[config.mk]
export PLATFORM = sky130hd
export DESIGN_NAME = serial_port_ctrl
export DESIGN_NICKNAME = d
export VERILOG_FILES = /design/src/rtl/serial_port_ctrl.sv
export SDC_FILE = /design/constraint.sdc
export NUM_CORES = 1
export LEC_CHECK = 0
export ABC_AREA = 1
export ABC_CLOCK_PERIOD_IN_PS = 11700
export CORE_MARGIN = 3
export CORE_UTILIZATION = 26
export DETAILED_ROUTE_END_ITERATION = 8
export MAX_ROUTING_LAYER = met4
export PLACE_DENSITY_LB_ADDON = 0.3
export SYNTH_ARGS = -nofsm -noshare
export SYNTH_HDL_FRONTEND = slang
export SYNTH_SLANG_ARGS = --single-unit
[constraint.sdc]
create_clock -name clk -period 11.7 [get_ports clk]
set_input_delay 1.17 -clock clk [delete_from_list [all_inputs] [get_ports clk]]
set_output_delay 1.17 -clock clk [all_outputs]
set_load 0.1 [all_outputs]
[src/rtl/serial_port_ctrl.sv]
module serial_port_ctrl #(
  parameter int DW   = 32,
  parameter int FD   = 4,
  parameter int DIVW = 8
) (
  input  logic          clk,
  input  logic          rst_n,
  input  logic [1:0]    reg_addr,
  input  logic          reg_wr,
  input  logic          reg_rd,
  input  logic [DW-1:0] reg_wdata,
  output logic [DW-1:0] reg_rdata,
  output logic          ser_clk_o,
  input  logic          ser_clk_i,
  output logic          sel_o,
  input  logic          sel_i,
  output logic          sd_o,
  input  logic          sd_i
);
  localparam int FAW = $clog2(FD);
  localparam int SZW = $clog2(DW);
  localparam int CW  = SZW + 2;

  logic            en, mst, cpol, cpha, ovf, active, half;
  logic [1:0]      fmt;
  logic [SZW-1:0]  szm1;
  logic [DIVW-1:0] div, divcnt;
  logic [DW-1:0]   txm [FD];
  logic [DW-1:0]   rxm [FD];
  logic [FAW:0]    tx_wp, tx_rp, rx_wp, rx_rp;
  logic [CW-1:0]   cyc;
  logic [DW-1:0]   tsh, rsh;
  logic [2:0]      sck_s, sel_s;
  logic [1:0]      sd_s;

  wire [FAW:0] tx_cnt   = tx_wp - tx_rp;
  wire [FAW:0] rx_cnt   = rx_wp - rx_rp;
  wire tx_empty = tx_cnt == '0;
  wire rx_empty = rx_cnt == '0;
  wire tx_full  = tx_cnt == (FAW+1)'(FD);
  wire rx_full  = rx_cnt == (FAW+1)'(FD);

  wire is_ti  = fmt == 2'd1;
  wire is_mw  = fmt == 2'd2;
  wire is_mot = !is_ti && !is_mw;
  wire pol    = is_mot & cpol;
  wire late   = is_ti | (is_mot & cpha);

  wire [CW-1:0] sz        = CW'((szm1 < SZW'(3)) ? SZW'(3) : szm1) + CW'(1);
  wire [CW-1:0] t_last    = is_ti ? sz : is_mw ? sz + CW'(8) : sz - CW'(1);
  wire [CW-1:0] out_first = is_ti ? CW'(1) : (is_mw && !mst) ? CW'(9) : CW'(0);
  wire [CW-1:0] in_first  = is_ti ? CW'(1) : (is_mw && mst) ? CW'(9) : CW'(0);
  wire [CW-1:0] nin       = (is_mw && !mst) ? CW'(8) : sz;

  wire wr_data = reg_wr && reg_addr == 2'd0;
  wire wr_ctrl = reg_wr && reg_addr == 2'd1;
  wire wr_stat = reg_wr && reg_addr == 2'd2;
  wire tx_push = wr_data && !tx_full;
  wire rx_pop  = reg_rd && reg_addr == 2'd0 && !rx_empty;

  wire s_sck    = sck_s[1] ^ pol;
  wire s_sck_d  = sck_s[2] ^ pol;
  wire s_lead   = s_sck && !s_sck_d;
  wire s_trail  = !s_sck && s_sck_d;
  wire m_tick   = active && divcnt == div;
  wire lead_ev  = active && (mst ? (m_tick && !half) : s_lead);
  wire trail_ev = active && (mst ? (m_tick && half) : s_trail);

  wire start  = en && !active &&
                (mst ? !tx_empty : is_ti ? (s_lead && sel_s[1]) : (sel_s[2] && !sel_s[1]));
  wire abort  = active && !mst && !is_ti && sel_s[1];
  wire end_ev = trail_ev && cyc == t_last;
  wire samp   = (late ? trail_ev : lead_ev) && cyc >= in_first && cyc < in_first + nin;
  wire shft   = late ? (lead_ev && cyc > out_first) : (trail_ev && cyc >= out_first);
  wire sdin   = mst ? sd_i : sd_s[1];

  wire [DW-1:0] rsh_n   = samp ? {rsh[DW-2:0], sdin} : rsh;
  wire [DW-1:0] rx_word = rsh_n & ({DW{1'b1}} >> (CW'(DW) - nin));
  wire          rx_push = end_ev && !rx_full;
  wire          tx_pop  = start && !tx_empty;
  wire [DW-1:0] tx_head = tx_empty ? '0 : txm[tx_rp[FAW-1:0]];
  wire [DW-1:0] load    = (is_mw && mst) ? {tx_head[7:0], {(DW-8){1'b0}}}
                                         : tx_head << (CW'(DW) - sz);

  wire unused_bits = ^{reg_wdata[DW-1:16+DIVW], reg_wdata[15:6+SZW]};

  assign ser_clk_o = pol ^ (mst && active && half);
  assign sel_o     = is_ti ? (mst && active && cyc == '0) : !(mst && active);
  assign sd_o      = active && tsh[DW-1];

  always_ff @(posedge clk or negedge rst_n)
    if (!rst_n) begin
      {en, mst, cpol, cpha, fmt, szm1, div, ovf} <= '0;
      sck_s <= '0; sel_s <= '0; sd_s <= '0;
    end else begin
      sck_s <= {sck_s[1:0], ser_clk_i};
      sel_s <= {sel_s[1:0], sel_i};
      sd_s  <= {sd_s[0], sd_i};
      if (wr_ctrl) begin
        en   <= reg_wdata[0];
        mst  <= reg_wdata[1];
        fmt  <= reg_wdata[3:2];
        cpol <= reg_wdata[4];
        cpha <= reg_wdata[5];
        szm1 <= reg_wdata[6 +: SZW];
        div  <= reg_wdata[16 +: DIVW];
      end
      if (end_ev && rx_full) ovf <= 1'b1;
      else if (wr_stat && reg_wdata[5]) ovf <= 1'b0;
    end

  always_ff @(posedge clk or negedge rst_n)
    if (!rst_n) begin
      active <= 1'b0; half <= 1'b0; cyc <= '0; divcnt <= '0; tsh <= '0; rsh <= '0;
    end else if (start) begin
      active <= 1'b1; half <= 1'b0; cyc <= '0; divcnt <= '0; tsh <= load; rsh <= '0;
    end else if (!en || abort || end_ev) begin
      active <= 1'b0;
    end else if (active) begin
      if (mst) divcnt <= m_tick ? '0 : divcnt + 1'b1;
      if (lead_ev) half <= 1'b1;
      if (trail_ev) begin half <= 1'b0; cyc <= cyc + 1'b1; end
      if (shft) tsh <= tsh << 1;
      rsh <= rsh_n;
    end

  always_ff @(posedge clk or negedge rst_n)
    if (!rst_n) begin
      tx_wp <= '0; tx_rp <= '0; rx_wp <= '0; rx_rp <= '0;
    end else begin
      if (tx_push) tx_wp <= tx_wp + 1'b1;
      if (tx_pop)  tx_rp <= tx_rp + 1'b1;
      if (rx_push) rx_wp <= rx_wp + 1'b1;
      if (rx_pop)  rx_rp <= rx_rp + 1'b1;
    end

  always_ff @(posedge clk) begin
    if (tx_push) txm[tx_wp[FAW-1:0]] <= reg_wdata;
    if (rx_push) rxm[rx_wp[FAW-1:0]] <= rx_word;
  end

  always_comb begin
    reg_rdata = '0;
    case (reg_addr)
      2'd0: reg_rdata = rx_empty ? '0 : rxm[rx_rp[FAW-1:0]];
      2'd1: begin
        reg_rdata[3:0]        = {fmt, mst, en};
        reg_rdata[5:4]        = {cpha, cpol};
        reg_rdata[6 +: SZW]   = szm1;
        reg_rdata[16 +: DIVW] = div;
      end
      2'd2: reg_rdata[5:0] = {ovf, active, rx_full, rx_empty, tx_full, tx_empty};
      default: reg_rdata = '0;
    endcase
  end
endmodule


==> flow_summary.toml <==
[die]
start_util_pct = 26.4
die_h_um = 279
coreArea_um2 = 73500
die_area_um2 = 78000
floorplan.io_pins = 76
num_rows = 99
die_w_um = 279

[route]
drc_errors = 0
drt-initial-drc-count = 1587
routedWlPerCell_um = 18.6
drt_wl_total_mm = 59.6
drt_pass1_iterations = 5
ant_nets = 0
viasPerCell = 4.83
via_count = 15493

[synthesis]
syn_nets = 2258
seq_area_frac_synth_pct = 55.2
yosys.cell_count.top_type = "nand2_1"
syn-mean-instance-area_um2 = 8.90
postSynthCellCount = 2181
yosys_most_used_dff = "edfxtp_1"
yosysWarnings = 0
netlist_area_um2 = 19400
yosys.area.top_type = "edfxtp_1"
synth-seq-cells = 377
synth_async_sr_flop_share_pct = 32.1
synth_cell_types = 50
yosys-top-cells-count = "445 x nand2_1, 299 x nor2_1, 256 x edfxtp_1"
synth_edf_count = 256
synthTopCellsByArea = "edfxtp_1 40%, dfrtp_1 16%, nand2_1 8.6%"
synth_top_area_share_pct = 39.6

[sta]
worstMarginPinSlew_ns = 1.15
finalHoldViolations = 0
tns_ns = 0
setup_viol = 0
relSlewSlack_pct = 23.4
post-route-period-util_pct = 55.4
setup_ws_ns = 5.22
drv_slew = 0
rsz0062_at_grt = "no"
clock-skew-final_ns = 0.0272
min_period_ns = 6.48
clock.fmax_mhz = 154

[clocking]
postCtsHoldBufs = 0
cts_resized = 0
clkTransAtPathRegs_ns = 0.06
cts_root_buffer = "clkbuf_16"
tritoncts = "done"
cts_buffers = 43
clock_latency_ns = 0.58
cts_setup_buffers = 0
clock_sinks = 377
cts.path.max_buffers = 3
h-tree-depth = 2

[layout]
multi_input_area_um2 = 7550
fill_cells = 7650
ff_latch_area_um2 = 10700
layout.nets = 2290
area_growth_syn_to_layout_pct = 15.8
fin_cells = 3207
layout-drive-gt1-share_pct = 6.99

[hold_path]
holdCritPathClass = "reg -> reg"
worstHoldPathCells = 0

[placement]
numPortBuffers = 75
dp_slack_ns = 5.84
hpwl_mm = 40.5
place_inst = 3127
gp_congestion = 0.893

[grt]
grt_pass1_vias = 15013
antenna_found_initial = 3
track_usage_pct = 15.5
grt_max_degree = 83
grt.overflow.total = 0
grt_pass1_wl_mm = 91.4

[worst_setup_path]
crit_chain = "buf_4 > inv_1 > buf_4 > ha_1 > a21oi_1 > xor2_1 > nand3_1 > nand2_1 > inv_1 > nand2_1 > o221ai_1 > clkdlybuf4s50_1"
slowest_delay_ns = 1.20
path_class = "reg -> out"
end_kind = "output pin"
critPathLaunchType = "flip-flop"
required_ns = 10.53
critPathMaxFanout = 34
worstPathArrival_ns = 5.31
r2r_cells = 21
cpMaxStageDelayCell = "clkdlybuf4s50_1"
reg2reg_slack_ns = 6.27

[pwr]
peakVddDrop_v = 0.000123
power_density_nw_per_um2 = 252
leakage_nw = 9.06

[run]
cap_violations = 0

[run_status]
status = "finished clean"
==> layer usage <==
metal / GRT usage [%] / part of all wire [%] / up-vias
met5: - / 0 / -
met4: 4.35 / 2.4 / 0
met3: 2.83 / 5.8 / 80
met2: 24.4 / 46 / 401
met1: 20.6 / 46 / 7528
li1: - / - / 7484
==> layout by cell type (no fill, tap or decap), types with 8 or more instances in the layout <==
cell | Yosys | layout
nor2_1 | 299 | 292
a31oi_1 | 8 | 8
ha_1 | 36 | 36
dfrtp_1 | 121 | 119
nand4_1 | 29 | 29
nor3_1 | 15 | 15
a21oi_1 | 80 | 80
clkbuf_16 | 0 | 43
xor2_1 | 22 | 22
nand3_1 | 230 | 230
clkinv_1 | 3 | 10
nor2_4 | 8 | 12
o22ai_1 | 50 | 50
o211ai_1 | 12 | 12
xnor2_1 | 12 | 12
buf_4 | 5 | 26
clkdlybuf4s50_1 | 0 | 73
inv_2 | 15 | 16
nand2_1 | 445 | 445
inv_1 | 154 | 153
o21ai_0 | 180 | 180
o21ai_1 | 35 | 35
edfxtp_1 | 256 | 256
clkbuf_1 | 63 | 9
==> cell families (layout without fill, tap and decap cells) <==
group                    after synthesis  after routing  synth area share [%]
adder cells (fa/ha/maj)               36             36                  2.32
buffers and inverters                286            351                  6.09
flip-flops                           377            377                  55.2
XOR/XNOR                              39             39                  1.95
other                                  0              2                     0
multiplexers                           6              6                 0.348
AND/OR/NAND/NOR                     1056           1056                  23.4
AO/OA/AOI/OAI                        381            381                  10.7
==> worst paths after layout <==
path | from | to
hold / removal | sd_s[0]$_DFF_PN0_ | sd_s[1]$_DFF_PN0_
hold reg to reg | sd_s[0]$_DFF_PN0_ | sd_s[1]$_DFF_PN0_
setup / recovery | rx_rp[1]$_DFFE_PN0P_ | reg_rdata[2]
setup reg to reg | szm1[2]$_DFFE_PN0P_ | rxm[0][31]$_DFFE_PP_
max in group asynchronous | rst_n | rx_rp[0]$_DFFE_PN0P_
min in group asynchronous | rst_n | rsh[28]$_DFFE_PN0P_
==> critical path: cells and delay by family (launching register included) <==
family / cells / cell delay (ns)
fa+ha+maj: 1 / 0.35
flops: 1 / 0.37
simple gates: 3 / 0.69
xor+xnor: 1 / 0.11
compound gates: 2 / 0.35
buf+inv: 5 / 2.81
==> flip-flops by register name, indices dropped and copies added (netlist names), 3 cells and up <==
name	count
rxm	128
txm	128
rsh	32
tsh	32
div	8
divcnt	8
cyc	7
szm1	5
rx_rp	3
rx_wp	3
sck_s	3
sel_s	3
tx_rp	3
tx_wp	3
==> power breakdown <==
group	switching, mW	leakage, nW	total [mW]	internal [mW]
registers	0.0789	3.91	1.69	1.61
logic	1.92	4.46	2.62	0.698
clock network	0.560	0.684	1.37	0.809
==> cell type report <==
class                      instances  area share (%)
antenna                            2          0.0223
tap                              959            5.34
multi-input combinational       1518            33.6
clock buffer                      55            5.12
timing repair buffer             100            4.17
sequential                       377            47.7
inverter                         173            2.90
clock inverter                    23            1.21
==> stage by stage <==
step / area (µm²) / utilization, % / total power, mW / hold WS (ns)
after floorplan: 19400 / - / 3.59 / 0.331
after global placement: 21100 / 28.7 / 4.31 / 0.335
after detailed placement: 21100 / 28.7 / 4.33 / 0.336
after CTS: 22500 / 30.6 / 5.72 / 0.349
after global routing: 22500 / 30.6 / 6.08 / 0.367
final: 22500 / 30.6 / 5.67 / 0.348
(Power assumes the default switching activity.)
